--- src/rtl/swc_pkg.sv ---
package swc_pkg;
  localparam int DATA_W = 32;
  localparam logic [7:0] SHDN_KEY = 8'hA5;

  localparam int OFF_CTL  = 0;
  localparam int OFF_MODE = 4;
  localparam int OFF_STAT = 8;

  localparam int MODE_LIM_LSB = 4;
  localparam int BIT_RTT      = 16;
  localparam int BIT_RTC      = 17;

  typedef enum logic [2:0] {
    PIN_OFF  = 3'd0,
    PIN_HIGH = 3'd1,
    PIN_LOW  = 3'd2,
    PIN_ANY  = 3'd3
  } pin_mode_e;

  // wake-vector index order: {clock, timer, pin}
  typedef logic [2:0] wake_vec_t;

  function automatic logic pin_cond_f(input logic [2:0] mode, input logic pin,
                                      input logic ref_lvl);
    case (mode)
      PIN_HIGH: pin_cond_f = pin;
      PIN_LOW:  pin_cond_f = !pin;
      PIN_ANY:  pin_cond_f = (pin != ref_lvl);
      default:  pin_cond_f = 1'b0;
    endcase
  endfunction

  function automatic logic [DATA_W-1:0] pack_status(input wake_vec_t s);
    logic [DATA_W-1:0] w;
    w = '0;
    w[0]       = s[0];
    w[BIT_RTT] = s[1];
    w[BIT_RTC] = s[2];
    return w;
  endfunction

  function automatic logic shdn_word_ok(input logic [DATA_W-1:0] d);
    return (d[DATA_W-1 -: 8] == SHDN_KEY) && d[0];
  endfunction
endpackage

--- src/rtl/swc_regfile.sv ---
module swc_regfile
  import swc_pkg::*;
#(
  parameter int ADDR_W = 4,
  parameter int CNT_W  = 4
) (
  input  logic              clk,
  input  logic              rst_n,
  input  logic              bus_sel,
  input  logic              bus_wr,
  input  logic [ADDR_W-1:0] bus_addr,
  input  logic [DATA_W-1:0] bus_wdata,
  input  wake_vec_t         status,
  output logic [DATA_W-1:0] bus_rdata,
  output logic [2:0]        pin_mode,
  output logic [CNT_W-1:0]  wk_limit,
  output logic              rtt_en,
  output logic              rtc_en,
  output logic              shdn_hit,
  output logic              status_rd
);
  localparam logic [ADDR_W-1:0] A_CTL  = ADDR_W'(OFF_CTL);
  localparam logic [ADDR_W-1:0] A_MODE = ADDR_W'(OFF_MODE);
  localparam logic [ADDR_W-1:0] A_STAT = ADDR_W'(OFF_STAT);

  logic wr_ctl, wr_mode;
  logic [DATA_W-1:0] mode_word;
  logic unused_wdata;

  assign wr_ctl    = bus_sel && bus_wr && (bus_addr == A_CTL);
  assign wr_mode   = bus_sel && bus_wr && (bus_addr == A_MODE);
  assign status_rd = bus_sel && !bus_wr && (bus_addr == A_STAT);
  assign shdn_hit  = wr_ctl && shdn_word_ok(bus_wdata);
  assign unused_wdata = ^bus_wdata;

  always_ff @(posedge clk or negedge rst_n) begin
    if (!rst_n) begin
      pin_mode <= '0;
      wk_limit <= '0;
      rtt_en   <= 1'b0;
      rtc_en   <= 1'b0;
    end else if (wr_mode) begin
      pin_mode <= bus_wdata[2:0];
      wk_limit <= bus_wdata[MODE_LIM_LSB +: CNT_W];
      rtt_en   <= bus_wdata[BIT_RTT];
      rtc_en   <= bus_wdata[BIT_RTC];
    end
  end

  always_comb begin
    mode_word = '0;
    mode_word[2:0] = pin_mode;
    mode_word[MODE_LIM_LSB +: CNT_W] = wk_limit;
    mode_word[BIT_RTT] = rtt_en;
    mode_word[BIT_RTC] = rtc_en;
  end

  always_comb begin
    bus_rdata = '0;
    if (bus_sel && !bus_wr) begin
      case (bus_addr)
        A_MODE:  bus_rdata = mode_word;
        A_STAT:  bus_rdata = pack_status(status);
        default: bus_rdata = '0;
      endcase
    end
  end
endmodule

--- src/rtl/swc_pin_qual.sv ---
module swc_pin_qual
  import swc_pkg::*;
#(
  parameter int CNT_W = 4
) (
  input  logic             clk,
  input  logic             rst_n,
  input  logic             armed,
  input  logic             shdn_accept,
  input  logic [2:0]       pin_mode,
  input  logic [CNT_W-1:0] wk_limit,
  input  logic             wake_pin,
  output logic             pin_cond,
  output logic             pin_wake
);
  logic             ref_q;
  logic [CNT_W-1:0] cnt_q;

  assign pin_cond = armed && pin_cond_f(pin_mode, wake_pin, ref_q);
  assign pin_wake = pin_cond && (cnt_q >= wk_limit);

  always_ff @(posedge clk or negedge rst_n) begin
    if (!rst_n) ref_q <= 1'b0;
    else if (shdn_accept) ref_q <= wake_pin;
  end

  always_ff @(posedge clk or negedge rst_n) begin
    if (!rst_n) cnt_q <= '0;
    else if (!pin_cond) cnt_q <= '0;
    else if (cnt_q < wk_limit) cnt_q <= cnt_q + 1'b1;
  end
endmodule

--- src/rtl/swc_power_core.sv ---
module swc_power_core
  import swc_pkg::*;
(
  input  logic      clk,
  input  logic      rst_n,
  input  logic      shdn_hit,
  input  logic      pin_wake,
  input  logic      rtt_evt,
  input  logic      rtc_evt,
  input  logic      rtt_en,
  input  logic      rtc_en,
  input  logic      status_rd,
  output logic      pwr_en,
  output logic      shdn_accept,
  output wake_vec_t wake_vec,
  output logic      wake_any,
  output wake_vec_t status_q
);
  assign shdn_accept = shdn_hit && pwr_en;
  assign wake_vec = pwr_en ? '0 : {rtc_evt && rtc_en, rtt_evt && rtt_en, pin_wake};
  assign wake_any = |wake_vec;

  always_ff @(posedge clk or negedge rst_n) begin
    if (!rst_n) pwr_en <= 1'b1;
    else if (wake_any) pwr_en <= 1'b1;
    else if (shdn_accept) pwr_en <= 1'b0;
  end

  always_ff @(posedge clk or negedge rst_n) begin
    if (!rst_n) status_q <= '0;
    else status_q <= (status_rd ? '0 : status_q) | wake_vec;
  end
endmodule

--- src/rtl/shdn_wake_ctrl.sv ---
module shdn_wake_ctrl
  import swc_pkg::*;
#(
  parameter int ADDR_W = 4,
  parameter int CNT_W  = 4
) (
  input  logic              clk,
  input  logic              rst_n,
  input  logic              bus_sel,
  input  logic              bus_wr,
  input  logic [ADDR_W-1:0] bus_addr,
  input  logic [31:0]       bus_wdata,
  output logic [31:0]       bus_rdata,
  input  logic              wake_pin,
  input  logic              rtt_evt,
  input  logic              rtc_evt,
  output logic              pwr_en
);
  logic [2:0]       pin_mode;
  logic [CNT_W-1:0] wk_limit;
  logic             rtt_en, rtc_en;
  logic             shdn_hit, shdn_accept, status_rd;
  logic             pin_cond, pin_wake, wake_any;
  wake_vec_t        wake_vec, status_q;

  swc_regfile #(.ADDR_W(ADDR_W), .CNT_W(CNT_W)) u_regs (
    .clk(clk), .rst_n(rst_n), .bus_sel(bus_sel), .bus_wr(bus_wr),
    .bus_addr(bus_addr), .bus_wdata(bus_wdata), .status(status_q),
    .bus_rdata(bus_rdata), .pin_mode(pin_mode), .wk_limit(wk_limit),
    .rtt_en(rtt_en), .rtc_en(rtc_en), .shdn_hit(shdn_hit),
    .status_rd(status_rd)
  );

  swc_pin_qual #(.CNT_W(CNT_W)) u_pin (
    .clk(clk), .rst_n(rst_n), .armed(!pwr_en), .shdn_accept(shdn_accept),
    .pin_mode(pin_mode), .wk_limit(wk_limit), .wake_pin(wake_pin),
    .pin_cond(pin_cond), .pin_wake(pin_wake)
  );

  swc_power_core u_core (
    .clk(clk), .rst_n(rst_n), .shdn_hit(shdn_hit), .pin_wake(pin_wake),
    .rtt_evt(rtt_evt), .rtc_evt(rtc_evt), .rtt_en(rtt_en), .rtc_en(rtc_en),
    .status_rd(status_rd), .pwr_en(pwr_en), .shdn_accept(shdn_accept),
    .wake_vec(wake_vec), .wake_any(wake_any), .status_q(status_q)
  );
endmodule

--- config.mk ---
export PLATFORM = sky130hd
export DESIGN_NAME = shdn_wake_ctrl
export DESIGN_NICKNAME = d
export VERILOG_FILES = /design/src/rtl/swc_pkg.sv /design/src/rtl/swc_regfile.sv /design/src/rtl/swc_pin_qual.sv /design/src/rtl/swc_power_core.sv /design/src/rtl/shdn_wake_ctrl.sv
export SDC_FILE = /design/constraint.sdc
export NUM_CORES = 1
export LEC_CHECK = 0
export ABC_AREA = 1
export CAP_MARGIN = 40
export CORE_MARGIN = 2
export CORE_UTILIZATION = 40
export DETAILED_ROUTE_END_ITERATION = 6
export PLACE_DENSITY = 0.94
export RECOVER_POWER = 50
export SYNTH_ARGS = -nofsm -noshare
export SYNTH_HDL_FRONTEND = slang
export SYNTH_SLANG_ARGS = --single-unit
export TNS_END_PERCENT = 10
--- constraint.sdc ---
create_clock -name clk -period 3.7 [get_ports clk]
set_input_delay 0.925 -clock clk [delete_from_list [all_inputs] [get_ports clk]]
set_output_delay 0.925 -clock clk [all_outputs]
set_load 0.03 [all_outputs]
==> flow_summary_export.csv <==
group,metric,value,unit
outcome,status,"finished, final reports clean",
hold_path,min_path_type,"reg2reg",
timing,finalHoldViolations,0,
logic_synthesis,synth.yosys.seq_area_share,35.6,%
global_route,grt_max_degree,19,
cts,clock-sinks,18,
pwr,power.density,283,nW/µm²
logic_synthesis,synth_area,1270,µm²
logic_synthesis,synth_async_sr_flop_share,100,%
finish,final_nets,264,
routing,viasPerCell,4.40,
global_route,grt_pass1_vias,1081,
pwr,p_leak,0.000910,µW
logic_synthesis,syn_inst,174,
floorplan,coreArea,3030,µm²
pwr,comb_power_share,28.2,%
worst_setup_path,rr_worst_depth,6,
worst_setup_path,ff2ff_setup_slack,2.12,ns
timing,post-route-period-util,90.3,%
cts,cts.clk_slew.worst_paths,0.09,ns
routing,drt-total-wl,2.51,mm
global_route,grt_use_total,15.4,%
worst_setup_path,crit_path_cell_trace,"dlygate4sd3_1 -> inv_1 -> nor2_1 -> nand4_1 -> o21ai_0 -> dlymetal6s2s_1",
finish,n_antenna_cell,0,
timing,fin_setup_tns,0,ns
pwr,p_clk_share,21.0,%
job,drv_cap,0,
floorplan,die_y,60.3,µm
pwr,intPower,313,µW
worst_setup_path,arrival,2.41,ns
logic_synthesis,yosys_warnings,0,
pwr,ir_worst_vdd,0.121,mV
routing,drtAntennaViolNets,0,
timing,finalSetupViolations,0,
worst_setup_path,cpMaxStageDelayCell,"dlygate4sd3_1",
pwr,p_seq_share,50.8,%
logic_synthesis,synth_top_flop_cell,"dfrtp_1",
worst_setup_path,worst-path-stages,6,
worst_setup_path,cp-end-kind,"output pin",
cts,clk_path_buf_depth,2,
placed_design,gp_congestion,0.868,
placed_design,dp_hpwl,2.12,mm
timing,maxSlewViolCount,0,
routing,firstDrtPassIters,4,
timing,skew,0.00598,ns
finish,nFillCells,300,
cts,clk_latency,0.28,ns
cts,cts_max_level,1,
timing,tightest_slew,0.776,ns
routing,drc_errors,0,
routing,vias,1140,
global_route,antenna_found_initial,0,
logic_synthesis,synth_common_cells,"nand2_1, nor2_1, inv_1",
floorplan,fp.dieW,60.3,µm
logic_synthesis,synth_cell_types,19,
timing,rsz0062_at_grt,"false",
logic_synthesis,synthTopCellsByArea,"dfrtp_1, buf_4, nand2_1, nor2_1, inv_1",
hold_path,worstHoldPathCells,2,
worst_setup_path,cpLargestDelayFamily,"buffers and inverters",
cts,cts_inserted_buffers,3,
global_route,grt_pass1_wl,4.22,mm
worst_setup_path,critical_path_class,"in2out",
floorplan,fp-row-count,20,
pwr,power_switching,147,µW
worst_setup_path,critPathMaxStageDelay,0.54,ns
timing,slew_headroom,48.1,%
worst_setup_path,critPathMaxFanout,4,
floorplan,start_util,41.9,%
logic_synthesis,synth_most_common_cell,"nand2_1",
worst_setup_path,start_kind,"input port",
logic_synthesis,synth_top_area_cell,"dfrtp_1",
finish,area_delta_synth_final,28.2,%
floorplan,die_area,3640,µm²
placed_design,port_buffers,37,
logic_synthesis,syn_area_per_cell,7.29,µm²
logic_synthesis,synth_edf_count,0,
global_route,overflow,0,
placed_design,dpl_cell_area,1590,µm²
floorplan,io_pins,76,
finish,design_area,1630,µm²
cts,cts_tree,"yes",
timing,period_minus_slack,3.34,ns
worst_setup_path,required,2.77,ns
logic_synthesis,synth_top_area_share,33.5,%
worst_setup_path,cp.buffers_inverters,3,
pwr,swShare,32.0,%
cts,root_buffer,"clkbuf_4",
timing,timing.fmax,299,MHz
finish,drive_gt1_share,10.7,%
routing,wl_per_cell,9.69,µm
finish,fin_util,53.7,%
cts,postCtsHoldBufs,0,
routing,drtIter0Drc,38,
logic_synthesis,synth_seq_cells,18,
-- registers in the layout, indices dropped and copies added, names as in the netlist --
| name | cells |
|---|---|
| u_pin.ref_q | 1 |
| u_regs.rtc_en | 1 |
| u_core.status_q | 3 |
| u_core.pwr_en | 1 |
| u_pin.cnt_q | 4 |
| u_regs.pin_mode | 3 |
| u_regs.wk_limit | 4 |
| u_regs.rtt_en | 1 |
-- per-stage QoR --
stage	setup slack, ns	total power (µW)	instances	hold WS [ns]
after global placement	0.0799	363	255	0.477
after detailed placement	0.0693	368	255	0.486
after CTS	0.0468	464	259	0.509
final	0.361	460	259	0.514
after global routing	0.212	491	259	0.543
after floorplan	0.754	336	196	0.462
-- cell families (layout without fill, tap and decap cells) --
| kind of cell | count (synthesis) | count (layout) | synth area share (%) |
|---|---|---|---|
| AOI/OAI and AO/OA | 15 | 15 | 7.79 |
| DFF | 18 | 18 | 35.6 |
| and+or+nand+nor | 84 | 84 | 28.9 |
| adders and majority gates | 5 | 5 | 4.93 |
| other | 1 | 23 | 0.296 |
| buffers and inverters | 51 | 70 | 22.5 |
-- power by group through the flow --
stage	clock [µW]	sequential, µW	combinational (µW)
2_1_floorplan	0	235	102
3_3_place_gp	0	237	126
3_5_place_dp	0	238	130
4_1_cts	99.2	234	131
5_1_grt	108	237	145
6_report	96.5	234	130
-- final timing paths --
check	start	end
max	bus_sel	bus_rdata[0]
min	u_regs.rtt_en	u_regs.rtt_en
max reg2reg	u_pin.cnt_q[3]	u_pin.cnt_q[1]
min reg2reg	u_regs.rtt_en	u_regs.rtt_en
max in group asynchronous	rst_n	u_regs.rtt_en
min in group asynchronous	rst_n	u_regs.pin_mode[0]
-- per-layer routing --
layer / GRT usage, % / share of wire (%) / vias to the layer above
met5: 0 / 0 / -
li1: - / - / 576
met2: 27.5 / 50 / 50
met1: 17.4 / 40 / 510
met3: 4.55 / 8.5 / 4
met4: 5.08 / 1.2 / 0
-- cells in the final DEF (no fill, tap or decap) --
master	instances
clkdlybuf4s50_1	25
nand2_1	33
a21oi_2	6
o22ai_1	1
nand4_1	5
nor2_4	1
dlygate4sd3_1	3
clkbuf_4	3
nor2_1	28
dfrtp_1	17
nor2_2	2
dlymetal6s2s_1	3
inv_1	27
ha_1	5
nand2_4	1
o21ai_0	5
clkbuf_1	1
buf_4	8
a21oi_1	3
nand3_1	13
dfstp_2	1
nand2_2	1
conb_1	23
-- layout make-up --
| class | instances | area [µm²] | area share (%) |
|---|---|---|---|
| clock buffer | 4 | 26.3 | 1.62 |
| inverter | 27 | 101 | 6.23 |
| tap | 44 | 55.1 | 3.38 |
| sequential | 18 | 452 | 27.8 |
| multi-input combinational | 127 | 614 | 37.8 |
| timing repair buffer | 39 | 378 | 23.2 |
-- timing repair --
| item | CTS | global route |
|---|---|---|
| endpoints found under the setup margin | 0 | 3 |
| gates resized for setup | 0 | 3 |
| setup buffers | 0 | 0 |
-- worst min-delay path, stage by stage, from the launching register on --
cell and delay [ns]:
dfrtp_1 0.38, nand2_1 0.06, nand2_1 0.05
Power figures use the tool's default switching activity.
